### config.mk
export PLATFORM = sky130hd
export DESIGN_NAME = probe_ctl_reg
export DESIGN_NICKNAME = d
export VERILOG_FILES = /design/src/rtl/probe_ctl_pkg.sv /design/src/rtl/probe_ctl_decode.sv /design/src/rtl/probe_ctl_datapath.sv /design/src/rtl/probe_ctl_reg.sv
export SDC_FILE = /design/constraint.sdc
export NUM_CORES = 1
export LEC_CHECK = 0
export ABC_AREA = 0
export BUFFER_PORTS_ARGS = -buffer_cell sky130_fd_sc_hd__buf_2
export CAP_MARGIN = 30
export CORE_ASPECT_RATIO = 1.4
export CORE_MARGIN = 1
export CORE_UTILIZATION = 30
export CTS_BUF_LIST = sky130_fd_sc_hd__clkbuf_4 sky130_fd_sc_hd__clkbuf_8 sky130_fd_sc_hd__clkbuf_16
export DETAILED_ROUTE_END_ITERATION = 8
export HOLD_SLACK_MARGIN = 0.03
export PLACE_DENSITY_LB_ADDON = 0.08
export SLEW_MARGIN = 20
export SYNTH_ARGS = -nofsm -noshare
export SYNTH_HDL_FRONTEND = slang
export SYNTH_SLANG_ARGS = --single-unit
### constraint.sdc
create_clock -name clk -period 1 [get_ports clk]
set_input_delay 0.2 -clock clk [delete_from_list [all_inputs] [get_ports clk]]
set_output_delay 0.2 -clock clk [all_outputs]
set_load 0.01 [all_outputs]
### src/rtl/probe_ctl_pkg.sv
package probe_ctl_pkg;

  // Bit positions inside the register word
  localparam int unsigned BIT_SRST    = 0;
  localparam int unsigned BIT_TRST    = 1;
  localparam int unsigned BIT_PWROFF  = 3;
  localparam int unsigned BIT_LED0    = 4;
  localparam int unsigned BIT_LED1    = 5;
  localparam int unsigned BIT_FLAGRST = 6;
  localparam int unsigned BIT_FLAGPWR = 7;
  localparam int unsigned BIT_ADAPT   = 8;

  localparam int unsigned NUM_SENSE = 2;

  // Strobes from the bus decoder to the datapath
  typedef struct packed {
    logic                 setStb;
    logic                 clrStb;
    logic [NUM_SENSE-1:0] rearm;    // [0] reset flag, [1] power flag
    logic                 readSel;
  } strobe_t;

endpackage

### src/rtl/probe_ctl_decode.sv
module probe_ctl_decode
  import probe_ctl_pkg::*;
#(
  parameter int unsigned ADDR_W  = 8,
  parameter int unsigned DATA_W  = 32,
  parameter logic [ADDR_W-1:0] SET_OFS = 8'h10,
  parameter logic [ADDR_W-1:0] CLR_OFS = 8'h14
) (
  input  logic              clk,
  input  logic              rstN,
  input  logic [ADDR_W-1:0] busAddr,
  input  logic              busWe,
  input  logic [DATA_W-1:0] busWdata,
  output strobe_t           stb
);

  logic hitSet;
  logic hitClr;

  always_comb begin
    hitSet      = (busAddr == SET_OFS);
    hitClr      = (busAddr == CLR_OFS);
    stb.setStb  = busWe && hitSet;
    stb.clrStb  = busWe && hitClr;
    stb.rearm   = {busWdata[BIT_FLAGPWR], busWdata[BIT_FLAGRST]} & {NUM_SENSE{stb.setStb}};
    stb.readSel = hitSet;
  end

  // The two write paths never fire together
  assert_one_write_path_R3: assert property (@(posedge clk) disable iff (!rstN)
    $onehot0({stb.setStb, stb.clrStb}));

  // A re-arm only comes from a write to the SET offset
  assert_rearm_only_on_set_R9: assert property (@(posedge clk) disable iff (!rstN)
    (stb.rearm != '0) |-> (busWe && busAddr == SET_OFS));

endmodule

### src/rtl/probe_ctl_datapath.sv
module probe_ctl_datapath
  import probe_ctl_pkg::*;
#(
  parameter int unsigned DATA_W      = 32,
  parameter int unsigned SYNC_STAGES = 2
) (
  input  logic                 clk,
  input  logic                 rstN,
  input  strobe_t              stb,
  input  logic [DATA_W-1:0]    busWdata,
  input  logic [NUM_SENSE-1:0] senseRaw,
  output logic [DATA_W-1:0]    ctrlQ,
  output logic [DATA_W-1:0]    rdata
);

  localparam logic [DATA_W-1:0] CTRL_MASK =
    DATA_W'((1 << BIT_SRST) | (1 << BIT_TRST) | (1 << BIT_PWROFF) |
            (1 << BIT_LED0) | (1 << BIT_LED1) | (1 << BIT_ADAPT));

  logic [DATA_W-1:0]    wMasked;
  logic [NUM_SENSE-1:0] senseSync;
  logic [NUM_SENSE-1:0] flagQ;

  assign wMasked = busWdata & CTRL_MASK;

  // Control word: set and clear paths
  always_ff @(posedge clk) begin
    if (!rstN)           ctrlQ <= '0;
    else if (stb.setStb) ctrlQ <= ctrlQ | wMasked;
    else if (stb.clrStb) ctrlQ <= ctrlQ & ~wMasked;
  end

  // One synchronizer and one sticky flag per sense input
  for (genvar k = 0; k < NUM_SENSE; k++) begin : gSense
    logic [SYNC_STAGES-1:0] chain;

    always_ff @(posedge clk) begin
      if (!rstN) chain <= '0;
      else       chain <= {chain[SYNC_STAGES-2:0], senseRaw[k]};
    end
    assign senseSync[k] = chain[SYNC_STAGES-1];

    always_ff @(posedge clk) begin
      if (!rstN)             flagQ[k] <= 1'b0;
      else if (stb.rearm[k]) flagQ[k] <= senseSync[k];
      else                   flagQ[k] <= flagQ[k] | senseSync[k];
    end

    // A set flag holds until re-armed
    assert_flag_holds_R7: assert property (@(posedge clk) disable iff (!rstN)
      (flagQ[k] && !stb.rearm[k]) |=> flagQ[k]);

    // A synchronized high level is always captured
    assert_flag_captures_R7: assert property (@(posedge clk) disable iff (!rstN)
      senseSync[k] |=> flagQ[k]);

    // A re-arm loads the present synchronized level
    assert_rearm_loads_R8: assert property (@(posedge clk) disable iff (!rstN)
      stb.rearm[k] |=> (flagQ[k] == $past(senseSync[k])));
  end

  // Read mux: only the SET offset returns data
  always_comb begin
    rdata = '0;
    if (stb.readSel) begin
      rdata              = ctrlQ;
      rdata[BIT_FLAGRST] = flagQ[0];
      rdata[BIT_FLAGPWR] = flagQ[1];
    end
  end

  // Set path turns on exactly the written bits
  assert_set_bits_on_R2: assert property (@(posedge clk) disable iff (!rstN)
    stb.setStb |=> ((ctrlQ & $past(wMasked)) == $past(wMasked)));

  // Clear path turns off the written bits
  assert_clr_bits_off_R3: assert property (@(posedge clk) disable iff (!rstN)
    stb.clrStb |=> ((ctrlQ & $past(wMasked)) == '0));

  // Without a write the control word is stable
  assert_ctrl_stable_R6: assert property (@(posedge clk) disable iff (!rstN)
    !(stb.setStb || stb.clrStb) |=> $stable(ctrlQ));

  // Bits outside the control mask never appear in the control word
  assert_ctrl_in_mask_R5: assert property (@(posedge clk) disable iff (!rstN)
    (ctrlQ & ~CTRL_MASK) == '0);

endmodule

### src/rtl/probe_ctl_reg.sv
module probe_ctl_reg
  import probe_ctl_pkg::*;
#(
  parameter int unsigned ADDR_W      = 8,
  parameter int unsigned DATA_W      = 32,
  parameter int unsigned SYNC_STAGES = 2,
  parameter logic [ADDR_W-1:0] SET_OFS = 8'h10,
  parameter logic [ADDR_W-1:0] CLR_OFS = 8'h14
) (
  input  logic              clk,
  input  logic              rstN,
  input  logic [ADDR_W-1:0] busAddr,
  input  logic              busWe,
  input  logic [DATA_W-1:0] busWdata,
  output logic [DATA_W-1:0] busRdata,
  input  logic              srstSenseIn,
  input  logic              powerDropIn,
  output logic              srstDrive,
  output logic              trstDrive,
  output logic              powerOff,
  output logic [1:0]        ledOn,
  output logic              adaptClkEn
);

  strobe_t           stb;
  logic [DATA_W-1:0] ctrlQ;

  probe_ctl_decode #(
    .ADDR_W(ADDR_W), .DATA_W(DATA_W), .SET_OFS(SET_OFS), .CLR_OFS(CLR_OFS)
  ) uDecode (
    .clk(clk), .rstN(rstN), .busAddr(busAddr), .busWe(busWe),
    .busWdata(busWdata), .stb(stb)
  );

  probe_ctl_datapath #(
    .DATA_W(DATA_W), .SYNC_STAGES(SYNC_STAGES)
  ) uData (
    .clk(clk), .rstN(rstN), .stb(stb), .busWdata(busWdata),
    .senseRaw({powerDropIn, srstSenseIn}), .ctrlQ(ctrlQ), .rdata(busRdata)
  );

  assign srstDrive  = ctrlQ[BIT_SRST];
  assign trstDrive  = ctrlQ[BIT_TRST];
  assign powerOff   = ctrlQ[BIT_PWROFF];
  assign ledOn      = {ctrlQ[BIT_LED1], ctrlQ[BIT_LED0]};
  assign adaptClkEn = ctrlQ[BIT_ADAPT];

endmodule

Word-level counts from Yosys, hierarchy flattened. Cells that the tools add are included.

Register bits: 38. Logic and storage cells: 21.

Equal/unequal tests: 2. Mux-type cells: 5. Bitwise gates (word level): 6. Reductions and logical operators: 3.

Operators with widths (number): $mux W32 (3); $and A32 B32 Y32 (1); $not A9 Y32 (1); $or A32 B9 Y32 (1); $eq A8 B5 Y1 const B (2); $and A2 B2 Y2 (1); $logic_and A1 B1 Y1 (2); $mux W1 (2); $or A1 B1 Y1 (2); $reduce_bool A2 Y1 (1).

Depth between registers and ports, before layout.
Depth after elaboration: 4. Gate-level depth with buffers: 4. Gate-level depth less buffers: 3.

Hierarchy. Synthesis repeated with hierarchy kept, for this count alone.

Cell total of the unflattened synthesis: 110. Area, all modules: 923.4 µm².

By module, submodules not included: probe_ctl_datapath (times used 1, cells an instance 98, area an instance 850.8 µm², seq. area each 240.2 µm²); probe_ctl_decode (times used 1, cells an instance 12, area an instance 72.6 µm², seq. area each 0.0 µm²).

Least setup slack after synthesis. Ideal clock, no wire load.

Path type: input-to-output. Start point: input port busAddr[5]. End point: output port busRdata[1]. Data arrival time: 0.919 ns. Data required time: 0.800 ns. Path slack: -0.119 ns. Stages: 3. Buffers on the path: 1. Path through: nor4b_4 buf_6 and3_2.

Cells in the longest elaborated chain, start to end: 2.

Ends and longest elaborated chain: start, declared (RTL line probe_ctl_reg.sv:12) `input logic [ADDR_W-1:0] busAddr,`; $eq A8 B5 Y1 (RTL line probe_ctl_decode.sv:21) `hitSet = (busAddr == SET_OFS);`; $mux W32 (RTL line probe_ctl_datapath.sv:65) `if (stb.readSel) begin`; end, declared (RTL line probe_ctl_reg.sv:15) `output logic [DATA_W-1:0] busRdata,`.

Every way passes these cells.

Worst setup path after layout.
Start point: input port busAddr[1]. End point: output port busRdata[5].

The elaborated chain is that of the path after synthesis.

==> results.md <==
- Status: finished, violations left
- Failing checks: setup timing
- Pre-CTS setup slack: -0.295 ns
- Post-synth cell types: 19
- Max cap viols: 0
- Compound-gate portion of the synthesized area: 3.69%
- Post-Synth Simple-Gate Area: 27.7%
- Vias: 619
- Antenna violations before repair: 0
- Post-layout nets: 169
- Critical path type: input port to output port
- Post-synth EDFFs: 0
- Top cells by count, synth: buf_4, dfxtp_1, mux2i_1, nand2_1, nand4_1
- Core Util, Final: 40.5%
- H-tree levels: 1
- RSZ-0062 raised after global routing: yes
- Core box area: 2360 um2
- Vias per Instance: 4.24
- Ports: 83
- Rows: 21
- Sequential area share after synthesis: 32.2%
- Mux contribution to synthesized area: 8.05%
- Initial Util: 31.5%
- Area Growth Syn to Fin: 28.5%
- Hold Path Stages: 2
- WP depth: 5
- Worst-path cell chain: buf_2, nor4_4, buf_4, and3_2, buf_6
- Worst-Skew Late Latency: 0.27 ns
- Global route total overflow: 0
- Total die area: 2690 um2
- Post-synthesis adder-cell area fraction: 0%
- CTS Buf Count: 3
- Setup Viol. Count Final: 8
- Die Span Y: 61.0 um
- Fin cells: 146
- All-Layer GR Usage: 11.8%
- YS warnings: 0
- HPWL after DPL: 1160 um
- Vias in the first global route: 544
- WHS: 0.133 ns
- Worst Path Max Fanout: 9
- Synth Flop Type: dfxtp_1
- DR iter-0 viols: 21
- Largest stage delay, worst path: 0.25 ns
- CTS Root Buffer Type: clkbuf_4
- Final Skew: 0.000393 ns
- Net switching power: 0.000254 W
- Slowest cell on crit path: nor4_4
- Register-to-Register Path Depth: 2
- Logic gate share of total power: 14.7%
- # DRC: 0
- Switching share of power: 24.9%
- Clock buffer depth: 2
- Synth area leaders: dfxtp_1, buf_4, mux2i_1
- Top Family by Delay on Critical Path: simple AND/OR/NAND/NOR gates
- Hold-fix buffers, CTS: 0
- Yosys reg bits: 12
- P_int: 0.000769 W
- Peak supply drop: 487 uV
- Post-Syn Instances: 81
- CP bufs+invs: 3
- Drt pass-1 iters: 6
- Final ANT Viol Nets: 0
- P per Cell Area: 1070 nW/um2
- Layout cells sized above 1: 47.2%
- Async SR Flop Fraction: 0%
- Final Hold Viols: 0
- Antenna cells: 0
- Number of fill cells: 255
- Seq pwr share: 48.2%
- Post-Synth XOR/XNOR Area: 0%
- Per-cell routed wire length: 10.1 um
- Final setup margin: -0.255 ns
- Post-synth top area cell: dfxtp_1
- Synthesized area: 746 um2
- Largest net degree at the start of global routing: 15
- Most common cell in the netlist: buf_4
- Synthesized area per cell: 9.21 um2
- Worst setup SP type: input port
- PortBufs: 34
- Tightest Hold Check Type: input port to flop
- Crit path time final: 1.25 ns
- Placed Cells: 140
- Fin crit share: 125%
- CTS tree: built
- Leakage: 0.548 nW
- Routed Wire Length: 1480 um
- FMAX: 797 MHz
- Critical Path RT: 0.80 ns
- Fin. max-slew vios: 0
- Yosys top cell area share: 32.2%
- Die W: 44.1 um
- Reg clk slew, reported paths: 0.07 ns
- Clock Power Share: 37.1%
- Crit path DAT: 1.05 ns
- Main combinational cell family by area after synthesis: buffers and inverters
- Worst setup EP type: output port
- Routability cong.: 0.680
- CTS Sinks: 12
- First-pass GRT wire length: 2250 um
power by group through the flow:
| stage | Combinational [W] | Sequential [W] | Clock (W) |
|---|---|---|---|
| floorplan | 0.000146 | 0.000504 | 0 |
| global placement | 0.000147 | 0.000505 | 0 |
| detailed placement | 0.000147 | 0.000505 | 0 |
| CTS | 0.000149 | 0.000494 | 0.000393 |
| global route | 0.000168 | 0.000495 | 0.000427 |
| finish | 0.000151 | 0.000493 | 0.000379 |
per-layer routing:
layer  wire, um  up-vias  GRT usage, %
met5          0        -             0
met3         94        5          2.68
met2        719       35          20.0
met1        620      266          12.6
li1           -      313             -
met4         40        0          9.09
cells in the final DEF, fill, tap and decap left out, types with 2 or more instances in the layout:
cell and n:
mux2i_1 6, dfxtp_1 7, conb_1 24, nand4_1 6, nand2_1 6, buf_4 7
o21ai_0 2, clkbuf_4 3, buf_2 31, inv_1 2, and2_1 4, and3_1 5
dfxtp_2 5, and3_2 3, a41oi_1 2, buf_6 4
worst reg2reg max path, cell delays in order (launching register included):
cell,delay [ns]
dfxtp_1,0.32
o21ai_0,0.17
a41oi_1,0.06
path summary, 6_finish.rpt:
path | from | slack, ns | end
max | busAddr[1] | -0.25 | busRdata[5]
min | powerDropIn | 0.13 | uData.gSense[1].chain[0]$_SDFF_PN0_
max reg2reg | uData.flagQ[0]$_SDFF_PN0_ | 0.33 | uData.flagQ[0]$_SDFF_PN0_
min reg2reg | uData.gSense[1].chain[0]$_SDFF_PN0_ | 0.44 | uData.gSense[1].chain[1]$_SDFF_PN0_
area by class of cell:
class | count | area (um2) | area share, %
repair buffers | 42 | 253 | 26.4
flip-flops and latches | 12 | 246 | 25.7
inverters | 2 | 7.51 | 0.783
multi-input cells | 63 | 387 | 40.3
clock buffers | 4 | 36.3 | 3.79
well taps | 23 | 28.8 | 3.00
stage by stage:
stage	power [W]	area [um2]	TNS, ns
final	0.00102	958	-1.96
after global routing	0.00109	958	-2.56
after CTS	0.00104	942	-1.98
after detailed placement	0.000652	876	-3.73
after global placement	0.000651	876	-3.67
after floorplan	0.000650	832	-1.10
repair_timing:
| action | 4_1_cts | 5_1_grt |
|---|---|---|
| buffers inserted | 1 | 1 |
| gates resized for setup | 4 | 6 |
| pin swaps | 0 | 4 |
| endpoints found under the hold margin | 0 | 0 |
| setup endpoints to repair | 8 | 16 |
cell families (layout without fill, tap and decap cells):
logic type / Yosys count / after routing
AO/OA/AOI/OAI: 4 / 4
buffers and inverters: 29 / 48
flip-flops: 12 / 12
multiplexers: 6 / 6
other: 1 / 24
AND/OR/NAND/NOR: 29 / 29
Power figures use the tool's default switching activity.
